--- config.mk ---
export PLATFORM = sky130hd
export DESIGN_NAME = adc_conv_sequencer
export DESIGN_NICKNAME = d
export VERILOG_FILES = /design/src/rtl/cs_pkg.sv /design/src/rtl/cs_start_detect.sv /design/src/rtl/cs_acq_counter.sv /design/src/rtl/cs_seq_fsm.sv /design/src/rtl/adc_conv_sequencer.sv
export SDC_FILE = /design/constraint.sdc
export NUM_CORES = 1
export LEC_CHECK = 0
export BUFFER_PORTS_ARGS = -buffer_cell sky130_fd_sc_hd__buf_2
export CAP_MARGIN = 20
export CORE_MARGIN = 2
export CORE_UTILIZATION = 50
export CTS_BUF_LIST = sky130_fd_sc_hd__clkbuf_8 sky130_fd_sc_hd__clkbuf_16
export DETAILED_ROUTE_END_ITERATION = 8
export GPL_TIMING_DRIVEN = 1
export PLACE_DENSITY = 0.8
export SLEW_MARGIN = 15
export SYNTH_ARGS = -nofsm -noshare
export SYNTH_HDL_FRONTEND = slang
export SYNTH_SLANG_ARGS = --single-unit
--- constraint.sdc ---
create_clock -name clk -period 3.1 [get_ports clk]
set_input_delay 0.155 -clock clk [delete_from_list [all_inputs] [get_ports clk]]
set_output_delay 0.155 -clock clk [all_outputs]
set_load 0.02 [all_outputs]
--- src/rtl/cs_pkg.sv ---
// Shared types and helpers for the conversion sequencer.
// Assumes a 3-bit source select and a 3-bit gain code.
package cs_pkg;
    localparam int unsigned SEL_W  = 3;
    localparam int unsigned GAIN_W = 3;
    localparam logic [GAIN_W-1:0] GAIN_TOP_CODE = 3'd5;

    typedef enum logic [2:0] {
        ST_OFF,
        ST_PWRUP,
        ST_TRACK,
        ST_CONV,
        ST_READY
    } seq_state_t;

    // Codes above the largest gain are reserved.
    function automatic logic gain_code_ok(input logic [GAIN_W-1:0] code);
        return code <= GAIN_TOP_CODE;
    endfunction

    // Any code except 0 puts the amplifier in the path.
    function automatic logic gain_above_unity(input logic [GAIN_W-1:0] code);
        return code != '0;
    endfunction
endpackage

--- src/rtl/cs_start_detect.sv ---
// Start-source front end: synchronises every source with two flops,
// selects one, and produces rise/fall pulses of one clock each.
// Assumes the select is changed only while the sources are low.
module cs_start_detect
    import cs_pkg::*;
#(
    parameter int unsigned NUM_TIMERS = 4
) (
    input  logic                  clk,
    input  logic                  rst_n,
    input  logic [SEL_W-1:0]      sel,
    input  logic [NUM_TIMERS-1:0] timer_start,
    input  logic                  ext_start,
    input  logic                  sw_start,
    output logic                  rise_p,
    output logic                  fall_p
);
    localparam int unsigned NUM_SRC = NUM_TIMERS + 2;
    typedef logic [SEL_W-1:0] sel_t;

    logic [NUM_SRC-1:0] src_raw;
    logic [NUM_SRC-1:0] src_meta;
    logic [NUM_SRC-1:0] src_sync;
    logic               picked;
    logic               picked_q;

    assign src_raw = {sw_start, ext_start, timer_start};

    // One two-flop synchroniser per source.
    for (genvar g = 0; g < NUM_SRC; g++) begin : g_sync
        // Purpose: carry source g into the clock domain.
        always_ff @(posedge clk) begin
            if (!rst_n) begin
                src_meta[g] <= 1'b0;
                src_sync[g] <= 1'b0;
            end else begin
                src_meta[g] <= src_raw[g];
                src_sync[g] <= src_meta[g];
            end
        end
    end

    // Purpose: select the synchronised source, or none when out of range.
    always_comb begin
        picked = 1'b0;
        for (int i = 0; i < NUM_SRC; i++) begin
            if (sel == sel_t'(i)) picked = src_sync[i];
        end
    end

    // Purpose: remember last selected level for edge detection.
    always_ff @(posedge clk) begin
        if (!rst_n) picked_q <= 1'b0;
        else        picked_q <= picked;
    end

    assign rise_p = picked & ~picked_q;
    assign fall_p = ~picked & picked_q;
endmodule

--- src/rtl/cs_acq_counter.sv ---
// Acquisition timer: counts cycles spent tracking, saturating at the
// longest window, and reports when the window for the current gain is met.
// Assumes restart is given on the first tracking cycle's preceding edge.
module cs_acq_counter #(
    parameter int unsigned ACQ_MIN    = 3,
    parameter int unsigned PGA_SETTLE = 40
) (
    input  logic clk,
    input  logic rst_n,
    input  logic restart,
    input  logic count_en,
    input  logic gain_hi,
    output logic acq_done
);
    localparam int unsigned ACQ_LONG = ACQ_MIN + PGA_SETTLE;
    localparam int unsigned CNT_W    = $clog2(ACQ_LONG + 1);
    localparam logic [CNT_W-1:0] LAST_SHORT = CNT_W'(ACQ_MIN - 1);
    localparam logic [CNT_W-1:0] LAST_LONG  = CNT_W'(ACQ_LONG - 1);

    logic [CNT_W-1:0] trk_cnt;

    // Purpose: count tracking cycles, cleared when tracking starts afresh.
    always_ff @(posedge clk) begin
        if (!rst_n) begin
            trk_cnt <= '0;
        end else if (restart) begin
            trk_cnt <= '0;
        end else if (count_en && trk_cnt != LAST_LONG) begin
            trk_cnt <= trk_cnt + 1'b1;
        end
    end

    assign acq_done = trk_cnt >= (gain_hi ? LAST_LONG : LAST_SHORT);
endmodule

--- src/rtl/cs_seq_fsm.sv ---
// Sequencing state machine: power-up, track, conversion and the
// powered-idle state. Latches the mode settings when a start is accepted.
// Assumes rise_p and fall_p are one-cycle pulses from a synchronised input.
module cs_seq_fsm
    import cs_pkg::*;
#(
    parameter int unsigned PWRUP_CYCLES = 8,
    parameter int unsigned CONV_CYCLES  = 13
) (
    input  logic clk,
    input  logic rst_n,
    input  logic rise_p,
    input  logic fall_p,
    input  logic cfg_dual,
    input  logic cfg_gain_hi,
    input  logic cfg_auto_shdn,
    input  logic cfg_err,
    input  logic acq_done,
    output logic gain_hi_eff,
    output logic acq_restart,
    output logic acq_count_en,
    output logic pwr_en,
    output logic th_track,
    output logic busy,
    output logic conv_strobe,
    output logic done
);
    localparam int unsigned PH_MAX = (PWRUP_CYCLES > CONV_CYCLES) ? PWRUP_CYCLES : CONV_CYCLES;
    localparam int unsigned PH_W   = $clog2(PH_MAX + 1);
    localparam logic [PH_W-1:0] PWRUP_LAST = PH_W'(PWRUP_CYCLES - 1);
    localparam logic [PH_W-1:0] CONV_LAST  = PH_W'(CONV_CYCLES - 1);

    seq_state_t      state;
    seq_state_t      nxt;
    logic [PH_W-1:0] phase;
    logic            dual_q;
    logic            gain_hi_q;
    logic            shdn_q;
    logic            hold_req;
    logic            idle_state;
    logic            accept;

    assign idle_state  = (state == ST_OFF) || (state == ST_READY);
    assign accept      = idle_state && rise_p && !cfg_err;
    assign gain_hi_eff = idle_state ? cfg_gain_hi : gain_hi_q;

    // Purpose: next-state selection.
    always_comb begin
        nxt = state;
        unique case (state)
            ST_OFF:   if (accept) nxt = ST_PWRUP;
            ST_PWRUP: if (phase == PWRUP_LAST) nxt = ST_TRACK;
            ST_TRACK: if (acq_done && (!dual_q || hold_req || fall_p)) nxt = ST_CONV;
            ST_CONV:  if (phase == CONV_LAST) nxt = shdn_q ? ST_OFF : ST_READY;
            ST_READY: if (accept) nxt = (!cfg_dual && acq_done) ? ST_CONV : ST_TRACK;
            default:  nxt = ST_OFF;
        endcase
    end

    // Purpose: state register and per-phase cycle counter.
    always_ff @(posedge clk) begin
        if (!rst_n) begin
            state <= ST_OFF;
            phase <= '0;
        end else begin
            state <= nxt;
            if (nxt != state) phase <= '0;
            else if (state == ST_PWRUP || state == ST_CONV) phase <= phase + 1'b1;
        end
    end

    // Purpose: capture mode settings at the accepted start.
    always_ff @(posedge clk) begin
        if (!rst_n) begin
            dual_q    <= 1'b0;
            gain_hi_q <= 1'b0;
            shdn_q    <= 1'b0;
        end else if (accept) begin
            dual_q    <= cfg_dual;
            gain_hi_q <= cfg_gain_hi;
            shdn_q    <= cfg_auto_shdn;
        end
    end

    // Purpose: hold a dual-edge falling edge until the track time is met.
    always_ff @(posedge clk) begin
        if (!rst_n) begin
            hold_req <= 1'b0;
        end else if (accept || nxt == ST_CONV) begin
            hold_req <= 1'b0;
        end else if (fall_p && dual_q && (state == ST_PWRUP || state == ST_TRACK)) begin
            hold_req <= 1'b1;
        end
    end

    assign acq_restart  = (state == ST_PWRUP && nxt == ST_TRACK) ||
                          (state == ST_CONV  && nxt == ST_READY);
    assign acq_count_en = (state == ST_TRACK) || (state == ST_READY);

    assign pwr_en      = state != ST_OFF;
    assign th_track    = (state == ST_TRACK) || (state == ST_READY);
    assign busy        = (state == ST_PWRUP) || (state == ST_TRACK) || (state == ST_CONV);
    assign conv_strobe = (state == ST_CONV) && (phase == '0);
    assign done        = (state == ST_CONV) && (phase == CONV_LAST);
endmodule

--- src/rtl/adc_conv_sequencer.sv ---
// Top of the conversion sequencer: configuration check, start detection,
// acquisition timing and the sequencing state machine.
// Assumes the whole block runs on the converter clock.
module adc_conv_sequencer
    import cs_pkg::*;
#(
    parameter int unsigned NUM_TIMERS   = 4,
    parameter int unsigned PWRUP_CYCLES = 8,
    parameter int unsigned ACQ_MIN      = 3,
    parameter int unsigned PGA_SETTLE   = 40,
    parameter int unsigned CONV_CYCLES  = 13
) (
    input  logic                  clk,
    input  logic                  rst_n,
    input  logic [SEL_W-1:0]      cfg_src_sel,
    input  logic                  cfg_dual_edge,
    input  logic [GAIN_W-1:0]     cfg_gain,
    input  logic                  cfg_auto_shdn,
    input  logic [NUM_TIMERS-1:0] timer_start,
    input  logic                  ext_start,
    input  logic                  sw_start,
    output logic                  adc_pwr_en,
    output logic                  th_track,
    output logic                  conv_strobe,
    output logic                  busy,
    output logic                  done,
    output logic                  cfg_err
);
    logic rise_p;
    logic fall_p;
    logic acq_done;
    logic gain_hi_eff;
    logic acq_restart;
    logic acq_count_en;
    logic cfg_err_q;

    // Purpose: flag dual-edge at unity gain and reserved gain codes.
    always_ff @(posedge clk) begin
        if (!rst_n) cfg_err_q <= 1'b0;
        else cfg_err_q <= (cfg_dual_edge && !gain_above_unity(cfg_gain)) ||
                          !gain_code_ok(cfg_gain);
    end

    assign cfg_err = cfg_err_q;

    cs_start_detect #(
        .NUM_TIMERS (NUM_TIMERS)
    ) u_start (
        .clk         (clk),
        .rst_n       (rst_n),
        .sel         (cfg_src_sel),
        .timer_start (timer_start),
        .ext_start   (ext_start),
        .sw_start    (sw_start),
        .rise_p      (rise_p),
        .fall_p      (fall_p)
    );

    cs_acq_counter #(
        .ACQ_MIN    (ACQ_MIN),
        .PGA_SETTLE (PGA_SETTLE)
    ) u_acq (
        .clk      (clk),
        .rst_n    (rst_n),
        .restart  (acq_restart),
        .count_en (acq_count_en),
        .gain_hi  (gain_hi_eff),
        .acq_done (acq_done)
    );

    cs_seq_fsm #(
        .PWRUP_CYCLES (PWRUP_CYCLES),
        .CONV_CYCLES  (CONV_CYCLES)
    ) u_fsm (
        .clk           (clk),
        .rst_n         (rst_n),
        .rise_p        (rise_p),
        .fall_p        (fall_p),
        .cfg_dual      (cfg_dual_edge),
        .cfg_gain_hi   (gain_above_unity(cfg_gain)),
        .cfg_auto_shdn (cfg_auto_shdn),
        .cfg_err       (cfg_err_q),
        .acq_done      (acq_done),
        .gain_hi_eff   (gain_hi_eff),
        .acq_restart   (acq_restart),
        .acq_count_en  (acq_count_en),
        .pwr_en        (adc_pwr_en),
        .th_track      (th_track),
        .busy          (busy),
        .conv_strobe   (conv_strobe),
        .done          (done)
    );
endmodule

After elaboration in Yosys (flattened, before gate mapping)
Index checks and enable logic that the tools add are counted.
Widths: inputs -> output; s select.

operators by class
  bitwise gates (word level) = 5
  reductions and logical operators = 35
  equality and inequality tests = 16
  add/subtract/negate cells = 2
  multiplexer cells = 16
  order comparisons = 2

operators with widths
  operator             number
  $eq 3x2->1 const B   6
  $mux 3               6
  $pmux 3 s5           1
  $eq 3x3->1 const B   4
  $logic_and 1x1->1    12
  $logic_or 1x1->1     10
  $mux 1               8
  $add 6x1->6 const B  1
  $eq 3x1->1 const B   2
  $ge 6x6->1           1
  $logic_not 3->1      2
  $mux 6               1
  $ne 6x6->1 const B   1
  $reduce_bool 3->1    2
  $reduce_or 2->1      3
  $logic_not 1->1      5
  $add 4x1->4 const B  1
  $eq 4x3->1 const B   1
  $eq 4x4->1 const B   1
  $logic_not 4->1      1
  $le 3x3->1 const B   1
  $ne 3x3->1           1
  $not 1->1            3
  $and 1x1->1          2

word-level totals
  logic and storage cells = 97
  bits in registers = 31

Longest topological paths before layout
Gate-level depths: netlist of run 1.

  depth in word-level cells = 17
  depth in mapped cells = 10
  depth with buffers taken out = 9

Hierarchy
A second synthesis of run 1 with hierarchy kept.

second synthesis, totals
  cell total of the unflattened synthesis = 171
  area total of the unflattened synthesis = 1624.1 um2

modules (own cells, without submodules)
  module              instances  cells an instance  area each (um2)  sequential area each (um2)
  cs_seq_fsm          1          91                 803.3            220.2
  cs_start_detect     1          36                 426.7            260.2
  cs_acq_counter      1          39                 345.3            120.1
  adc_conv_sequencer  1          5                  48.8             20.0

Worst setup path after synthesis of run 1
OpenSTA, ideal clock, no wires.

  kind = reg2reg
  start point = reg u_fsm.state[1]
  end point = reg u_fsm.state[0]
  setup slack = 0.996 ns
  data required time = 2.985 ns
  path buffers = 1
  arrival time = 1.989 ns
  cell stages (with the launch flop) = 11
  cell sequence = dfxtp_1 > buf_4 > nor2_4 > nand2_1 > o21ai_0 > ha_1 > a211o_1 > a221oi_2 > o41a_1 > o2bb2ai_2 > o21a_1

between the ends
  word-level cells in the longest chain between the ends = 9
  elaborated cells between the ends (all ways) = 18
  classes of those cells = order compare (1); eq/ne (4); mux (7); reduce/logical (6)

ends and longest elaborated chain
  element                                        line                                RTL
  start, declared                                cs_seq_fsm.sv:33                    seq_state_t state;
  start signal, assigned                         cs_seq_fsm.sv:66                    state <= nxt;
  $eq 3x3->1 or $logic_not 3->1 (tied branches)  cs_seq_fsm.sv:43, cs_seq_fsm.sv:50
  $logic_or 1x1->1                               cs_seq_fsm.sv:43                    assign idle_state = (state == ST_OFF) || (state == ST_READY);
  $mux 1                                         cs_seq_fsm.sv:45                    assign gain_hi_eff = idle_state ? cfg_gain_hi : gain_hi_q;
  $mux 6                                         cs_acq_counter.sv:33                assign acq_done = trk_cnt >= (gain_hi ? LAST_LONG : LAST_SHORT);
  $ge 6x6->1                                     cs_acq_counter.sv:33
  $logic_and 1x1->1                              cs_seq_fsm.sv:55                    ST_READY: if (accept) nxt = (!cfg_dual && acq_done) ? ST_CONV : ST_TRACK;
  $mux 1                                         cs_seq_fsm.sv:55
  $mux 3                                         cs_seq_fsm.sv:55
  $pmux 3 s5 *                                   cs_seq_fsm.sv:50                    unique case (state)

Every way passes the cells marked *; elsewhere a longest branch is shown, timed or not.
A chain may end at the register's enable or synchronous reset.

Worst setup path after layout of run 1
  start point = reg u_fsm.state[0]
  end point = reg u_fsm.phase[3]

between the ends
  word-level cells in the longest chain between the ends = 11
  elaborated cells between the ends (all ways) = 23
  classes of those cells = order compare (1); eq/ne (5); mux (9); reduce/logical (8)

ends and longest elaborated chain
  element                                        line                                RTL
  $eq 3x3->1 or $logic_not 3->1 (tied branches)  cs_seq_fsm.sv:43, cs_seq_fsm.sv:50
  $logic_or 1x1->1                               cs_seq_fsm.sv:43
  $mux 1                                         cs_seq_fsm.sv:45
  $mux 6                                         cs_acq_counter.sv:33
  $ge 6x6->1                                     cs_acq_counter.sv:33
  $logic_and 1x1->1                              cs_seq_fsm.sv:55
  $mux 1                                         cs_seq_fsm.sv:55
  $mux 3                                         cs_seq_fsm.sv:55
  $pmux 3 s5                                     cs_seq_fsm.sv:50
  $ne 3x3->1                                     cs_seq_fsm.sv:67                    if (nxt != state) phase <= '0;
  $reduce_or 2->1 (no source line)               n/a
  end signal, assigned                           cs_seq_fsm.sv:68                    else if (state == ST_PWRUP || state == ST_CONV) phase <= phase + 1'b1;
  end, declared                                  cs_seq_fsm.sv:35                    logic [PH_W-1:0] phase;

Several ways; a longest one is shown, not always the timed one.

==> results of run 1 <==
[critical path, cell delays in order (launching register included)]
cell       delay [ns]
dfxtp_1          0.61
nor2_4           0.11
o21ai_0          0.28
ha_1             0.31
a211o_1          0.31
a221oi_2         0.26
o41a_1           0.18
o2bb2ai_2        0.10
nor3_1           0.22
[cell type report]
cell class,count,share of cell area (%)
clock buffer,7,5.53
timing repair buffer,21,6.03
multi-input combinational,118,48.7
clock inverter,1,0.431
tap,33,2.37
sequential,31,35.6
inverter,6,1.29
[synth_stat cells (2+ instances only)]
cell type | n | area, µm²
o21a_1 | 2 | 15.0
or2_2 | 2 | 12.5
a21oi_1 | 3 | 15.0
o21ai_0 | 2 | 10.0
xnor2_1 | 5 | 43.8
nand4_1 | 3 | 18.8
ha_1 | 6 | 75.1
mux2i_1 | 5 | 50.1
nand2_1 | 9 | 33.8
nor3_1 | 7 | 35.0
dfxtp_1 | 31 | 621
a211oi_2 | 2 | 25.0
and2_1 | 13 | 81.3
nand2b_1 | 2 | 12.5
nand3_1 | 3 | 15.0
o211ai_1 | 2 | 15.0
clkbuf_1 | 3 | 11.3
a31oi_1 | 2 | 12.5
inv_1 | 6 | 22.5
xor2_1 | 5 | 43.8
buf_2 | 2 | 10.0
nor2_1 | 21 | 78.8
[metal layers]
layer | global-route usage, % | routed length, µm
met5 | 0 | 0
met2 | 33.5 | 1500
met4 | 10.7 | 67
met1 | 20.4 | 1160
met3 | 7.42 | 117
[power by group]
part	internal, mW	switching (mW)	leakage, nW
clock	0.202	0.155	0.0505
sequential	0.412	0.00970	0.253
combinational	0.0317	0.0393	0.438
total	0.645	0.204	0.741
[state kept, by name (all words and copies together), names as in the netlist, 3 cells and up]
signal / flops
u_acq.trk_cnt: 6
u_fsm.phase: 4
u_fsm.state: 3
u_start.src_meta: 6
u_start.src_sync: 6
[worst min-delay path by stage]
stage / from / to
global placement: timer_start[0] / u_start.src_meta[0]
finish: timer_start[3] / u_start.src_meta[3]
CTS: timer_start[3] / u_start.src_meta[3]
detailed placement: timer_start[3] / u_start.src_meta[3]
global route: timer_start[2] / u_start.src_meta[2]
floorplan: timer_start[0] / u_start.src_meta[0]
[kinds of logic after synthesis]
logic type	share of synthesized area [%]
simple gates	25.5
xor+xnor	5.76
mux	3.29
fa+ha+maj	4.93
compound gates	16.4
buf+inv	3.37
flops	40.8
==> metrics.yaml, run 1 <==
status:
  status: "complete, no violations"
pwr:
  leakage_nw: 0.741
  vdd_drop_max_mv: 0.275
  finalPower_mw: 0.849
  powerDensity_nw_per_um2: 487
route:
  vias_per_cell: 5.50
  routed-via-count: 1193
  ant_nets: 0
  remaining_drc_errors: 0
  drt-total-wl_um: 2840
  dr.pass1.iters: 4
  wl_per_cell_um: 13.1
  drt-initial-drc-count: 75
grt:
  grt_first_pass_wirelength_um: 5040
  grt-ovfl-total: 0
  grt_max_degree: 20
  antenna_found_initial: 0
  track_usage_pct: 19.5
  grt_pass1_vias: 1209
sta:
  postLayoutSetupSlackWorst_ns: 0.633
  hold_viol_final: 0
  tightest_slew_ns: 0.471
  setup_tns_ns: 0
  fmax_mhz: 405
  slew_viol_final: 0
  slew-limit-headroom_pct: 68.5
  setup_viol: 0
  period_minus_slack_ns: 2.47
  min_period_over_period_pct: 79.6
  hold_ws_ns: 0.0723
  finalClockSkew_ns: 0.00637
  rsz0062_at_grt: "false"
setup_path:
  crit_fanout: 12
  crit_arrival_ns: 2.67
  cp.required_ns: 3.30
  r2r-start: "u_fsm.state[0]"
  crit_path_start: "u_fsm.state[0]"
  r2r.worst_path.cells: 8
  reg2reg_to: "u_fsm.phase[3]"
  cp-start-kind: "flop"
  ff2ff_setup_slack_ns: 0.63
  crit_type: "flop to flop"
  crit_end: "u_fsm.phase[3]"
  cp-end-kind: "flop"
cts:
  cts_htree_levels: 2
  numCtsBuffers: 5
  clk_path_buf_depth: 2
  postCtsHoldBufs: 0
  numClockSinks: 31
  cts_tree: "yes"
  cts.clk_slew.worst_paths_ns: 0.06
  cts_resized: 0
  post_cts_buffers: 0
  insertion_delay_ns: 0.29
  cts_root_buf: "clkbuf_8"
synthesis:
  netlist-cell-type-count: 47
  synth_ff_type: "dfxtp_1"
  avgSynthCellArea_um2: 9.45
  synthArstFlopShare_pct: 0
  ys_warn_count: 0
  netlist_instances: 161
  ys_seq_area_share_pct: 40.8
  synth_edf_count: 0
  synth_fp_nets: 183
  ys_seq_elements: 31
  netlist_area_um2: 1520
place:
  dp_cells: 209
  dp_hpwl_um: 2180
  place_area_um2: 1640
  place_congestion: 0.875
  port_buffers: 21
  place_worst_setup_slack_ns: 0.652
die:
  initial_core_util_pct: 51.1
  fp.dieH_um: 59.2
  rows: 20
  boundaryPins: 22
  dieArea_um2: 3500
  die_w_um: 59.2
  core-area_um2: 2980
cells_and_area:
  final_common_cell: "dfxtp_1"
  area_growth_syn_to_layout_pct: 14.6
  ff_latch_area_um2: 621
  fin_area_um2: 1740
  diodes: 0
  layout_common_cells: "31 x dfxtp_1, 21 x nor2_1, 21 x buf_2"
  fin_cells: 217
  nets: 205
  nFillCells: 251
  drive_gt1_share_pct: 23.4
  multi_input_area_um2: 850
  final_util_pct: 58.5
worst_hold_path:
  hold_path.class: "input pin to flop"
  hold_depth: 2
job:
  max_cap_viol_count: 0
No activity file was read; power rests on OpenSTA's default activity.
==> run 2: changes to the inputs <==
- clock period: 3.1 -> 2.6 ns (I/O delays scaled with it)
==> metrics.yaml, run 2 (synthesis gave the netlist of run 1 again) <==
place:
  port_buffers: 21
  dp_hpwl_um: 2140
  dp_cells: 210
  place_congestion: 0.855
  place_worst_setup_slack_ns: 0.181
worst_hold_path:
  hold_path.class: "input pin to flop"
  hp-start: "timer_start[3]"
cells_and_area:
  area_growth_syn_to_layout_pct: 14.1
  nFillCells: 255
  top_regs: "u_acq.trk_cnt: 6 flops, u_start.src_meta: 6 flops, u_start.src_sync: 6 flops"
  layout_common_cells: "30 x dfxtp_1, 21 x nor2_1, 21 x buf_2"
  drive_gt1_share_pct: 24.3
  diodes: 0
  nets: 206
  fin_cells: 218
  multi_input_area_um2: 850
  final_common_cell: "dfxtp_1"
  ff_latch_area_um2: 622
setup_path:
  r2r-start: "u_fsm.state[1]"
  crit_path_start: "u_fsm.state[1]"
  ff2ff_setup_slack_ns: 0.26
  crit_fanout: 10
  cp.required_ns: 2.79
  crit_type: "flop to flop"
  crit_arrival_ns: 2.53
  cp-end-kind: "flop"
  cp-start-kind: "flop"
route:
  routed-via-count: 1206
  wl_per_cell_um: 13.0
  remaining_drc_errors: 0
  ant_nets: 0
  dr.pass1.iters: 4
  drt-total-wl_um: 2840
  vias_per_cell: 5.53
  drt-initial-drc-count: 52
pwr:
  intPower_mw: 0.716
  p_seq_share_pct: 52.0
  p_sw_mw: 0.246
  power_frac_clock_pct: 38.8
  finalPower_mw: 0.962
  leakage_nw: 0.737
  vdd_drop_max_mv: 0.415
  switching_share_pct: 25.6
  powerDensity_nw_per_um2: 554
  p_comb_share_pct: 9.2
die:
  rows: 20
  fp.dieH_um: 59.2
  dieArea_um2: 3500
  core-area_um2: 2980
  die_w_um: 59.2
  boundaryPins: 22
  initial_core_util_pct: 51.1
cts:
  clk_path_buf_depth: 2
  cts_htree_levels: 2
  cts_tree: "yes"
  numClockSinks: 31
  postCtsHoldBufs: 0
  insertion_delay_ns: 0.29
  cts.clk_slew.worst_paths_ns: 0.07
  numCtsBuffers: 5
  cts_resized: 0
  cts_root_buf: "clkbuf_8"
  post_cts_buffers: 0
sta:
  min_period_over_period_pct: 89.9
  tightest_slew_ns: 0.399
  rsz0062_at_grt: "false"
  setup_tns_ns: 0
  slew-limit-headroom_pct: 73.3
  postLayoutSetupSlackWorst_ns: 0.263
  period_minus_slack_ns: 2.34
  slew_viol_final: 0
  finalClockSkew_ns: 0.00883
  fmax_mhz: 428
  hold_viol_final: 0
  setup_viol: 0
grt:
  grt_first_pass_wirelength_um: 4830
  antenna_found_initial: 0
  grt_pass1_vias: 1187
  grt_max_degree: 20
  track_usage_pct: 19.1
  grt-ovfl-total: 0
job:
  max_cap_viol_count: 0
status:
  status: "complete, no violations"
-- run 2: cell count changes in the layout (fill, tap and decap cells not counted) --
cell	previous run	this run
buf_4	0	1
clkinv_2	0	1
clkinvlp_4	1	2
dfxtp_2	0	1
clkbuf_8	7	5
dfxtp_1	31	30
-- run 2: worst max-delay path: stages, from the launching register on --
cell       delay [ns]
dfxtp_2          0.46
nor2_4           0.10
o21ai_0          0.23
ha_1             0.29
a211o_1          0.31
a221oi_2         0.31
o41a_1           0.20
o2bb2ai_2        0.10
nor3_1           0.24
-- run 2: area by class of cell --
cell class	instances	area share [%]
inverter	6	1.30
clock inverter	3	1.15
clock buffer	5	3.96
multi-input combinational	118	48.9
tap	33	2.38
sequential	31	35.8
timing repair buffer	22	6.48
-- run 2: power by group through the flow --
stage / logic [mW] / clock network [mW] / registers, mW
3_5_place_dp: 0.0885 / 0 / 0.510
6_report: 0.0886 / 0.373 / 0.500
4_1_cts: 0.0890 / 0.379 / 0.500
5_1_grt: 0.0983 / 0.405 / 0.500
2_1_floorplan: 0.0605 / 0 / 0.509
3_3_place_gp: 0.0856 / 0 / 0.510
-- run 2: metal layers --
metal  up-vias  share of wire (%)  wire length [µm]  track usage, %
met5         -                  0                 0               0
met4         0                3.0                84            10.1
met3        10                5.9               168            7.64
met2        36                 52              1480            35.1
met1       556                 39              1110            17.9
li1        604                  -                 -               -
-- run 2: worst paths after layout --
kind | cells after the start | end
worst min-delay path | 2 | u_start.src_meta[3]
worst min register to register | 1 | u_start.src_sync[4]
worst max-delay path | 8 | u_fsm.phase[2]
worst max register to register | 8 | u_fsm.phase[2]
-- run 2: per-stage QoR --
| step | cell area, µm² | hold slack [ns] | utilization, % |
|---|---|---|---|
| after floorplan | 1520 | 0.257 | - |
| after global placement | 1650 | 0.334 | 55.3 |
| after detailed placement | 1650 | 0.339 | 55.3 |
| after CTS | 1740 | 0.0440 | 58.3 |
| after global routing | 1740 | 0.0368 | 58.3 |
| final | 1740 | 0.0476 | 58.3 |
==> run 3: changes to the inputs <==
- CORE_UTILIZATION: 50 -> 55
- PLACE_DENSITY: 0.8 -> 0.86
- clock period: 2.6 -> 2.2 ns (I/O delays scaled with it)
==> metrics.yaml, run 3 (synthesis gave the netlist of run 1 again) <==
status:
  status: "complete, no violations"
setup_path:
  cp-end-kind: "flop"
  cp.required_ns: 2.41
  reg2reg_to: "u_fsm.phase[0]"
  ff2ff_setup_slack_ns: 0.13
  r2r.worst_path.cells: 9
  crit_type: "flop to flop"
  crit_fanout: 5
  r2r-start: "u_fsm.state[1]"
  cp-start-kind: "flop"
  crit_arrival_ns: 2.27
grt:
  grt_pass1_vias: 1203
  grt-ovfl-total: 0
  grt_first_pass_wirelength_um: 5060
  grt_max_degree: 20
  antenna_found_initial: 0
  track_usage_pct: 21.0
sta:
  slew-limit-headroom_pct: 72.8
  hold_viol_final: 0
  setup_viol: 0
  tightest_slew_ns: 0.407
  min_period_over_period_pct: 93.9
  slew_viol_final: 0
  period_minus_slack_ns: 2.07
  fmax_mhz: 484
  setup_tns_ns: 0
  finalClockSkew_ns: 0.00411
cts:
  cts_tree: "yes"
  cts_htree_levels: 2
  clk_path_buf_depth: 2
  cts.clk_slew.worst_paths_ns: 0.07
  cts_root_buf: "clkbuf_8"
  insertion_delay_ns: 0.29
  post_cts_buffers: 0
  numCtsBuffers: 5
  postCtsHoldBufs: 0
  cts_resized: 0
  numClockSinks: 31
pwr:
  powerDensity_nw_per_um2: 645
  finalPower_mw: 1.13
  leakage_nw: 0.757
  vdd_drop_max_mv: 0.570
route:
  remaining_drc_errors: 0
  drt-total-wl_um: 3070
  vias_per_cell: 5.60
  routed-via-count: 1220
  ant_nets: 0
  wl_per_cell_um: 14.1
  drt-initial-drc-count: 44
  dr.pass1.iters: 4
cells_and_area:
  top_regs: "u_acq.trk_cnt: 6 flops, u_start.src_meta: 6 flops, u_start.src_sync: 6 flops"
  area_growth_syn_to_layout_pct: 15.2
  layout_common_cells: "31 x dfxtp_1, 21 x nor2_1, 21 x buf_2"
  diodes: 0
  final_common_cell: "dfxtp_1"
  drive_gt1_share_pct: 25.1
  nets: 208
worst_hold_path:
  hold_depth: 2
  hp-start: "ext_start"
  hold_path.class: "input pin to flop"
  hold_end: "u_start.src_meta[4]"
die:
  dieArea_um2: 3200
  initial_core_util_pct: 56.6
  boundaryPins: 22
  fp.dieH_um: 56.6
  core-area_um2: 2690
  die_w_um: 56.6
  rows: 19
place:
  port_buffers: 21
  dp_hpwl_um: 2250
  place_congestion: 0.873
job:
  max_cap_viol_count: 0
-- run 3: cell types whose count changed in the layout (fill, tap and decap cells not counted) --
cell,delta
buf_4,+2
o21ai_2,+1
nor3_2,+1
o21ai_0,-1
nor3_1,-1
clkinvlp_4,-1
dfxtp_1,+1
inv_1,+1
dfxtp_2,-1
-- run 3: worst max path at each step --
| stage | start | slack [ns] | endpoint |
|---|---|---|---|
| floorplan | u_fsm.state[1] | 0.1 | u_fsm.state[0] |
| global route | u_fsm.state[1] | -0.03 | u_fsm.phase[0] |
| detailed placement | cfg_gain[0] | 0.02 | u_fsm.phase[3] |
| finish | u_fsm.state[1] | 0.13 | u_fsm.phase[0] |
| CTS | u_fsm.state[1] | 0.09 | u_fsm.phase[3] |
| global placement | cfg_gain[0] | 0.16 | u_fsm.phase[2] |
-- run 3: final cells by class --
class	count	area (µm²)
Timing Repair Buffer	24	128
Inverter	6	22.5
Multi-Input combinational cell	118	858
Clock buffer	5	68.8
Fill cell	215	933
Sequential cell	31	621
Tap cell	31	38.8
Clock inverter	3	16.3
-- run 3: power by group --
part	leakage, nW	switching [mW]	internal (mW)
sequential	0.253	0.0112	0.580
clock	0.0453	0.213	0.216
combinational	0.458	0.0619	0.0480
total	0.757	0.286	0.844
-- run 3: stage by stage --
step / cells / cell area [µm²] / hold slack [ns] / setup slack [ns] / util (%)
finish: 218 / 1750 / 0.0245 / 0.133 / 65.3
global route: 218 / 1750 / 0.0295 / -0.0291 / 65.3
CTS: 218 / 1740 / 0.0202 / 0.0893 / 64.9
detailed placement: 210 / 1660 / 0.320 / 0.0219 / 61.8
global placement: 210 / 1660 / 0.315 / 0.163 / 61.8
floorplan: 161 / 1520 / 0.237 / 0.0963 / -
-- run 3: critical path, cell delays in order (launching register included) --
cell and delay (ns):
dfxtp_1 0.33, nor2_4 0.14, nand2_1 0.08, o21ai_2 0.09
ha_1 0.27, a211o_1 0.31, a221oi_2 0.27, nor2_1 0.11
o2bb2ai_2 0.17, nor3_1 0.21
-- run 3: layer usage --
metal / GRT usage [%] / share of wire (%)
met1: 21.5 / 41
met2: 38.4 / 53
met3: 6.22 / 4.5
met4: 10.2 / 1.4
met5: 0 / 0
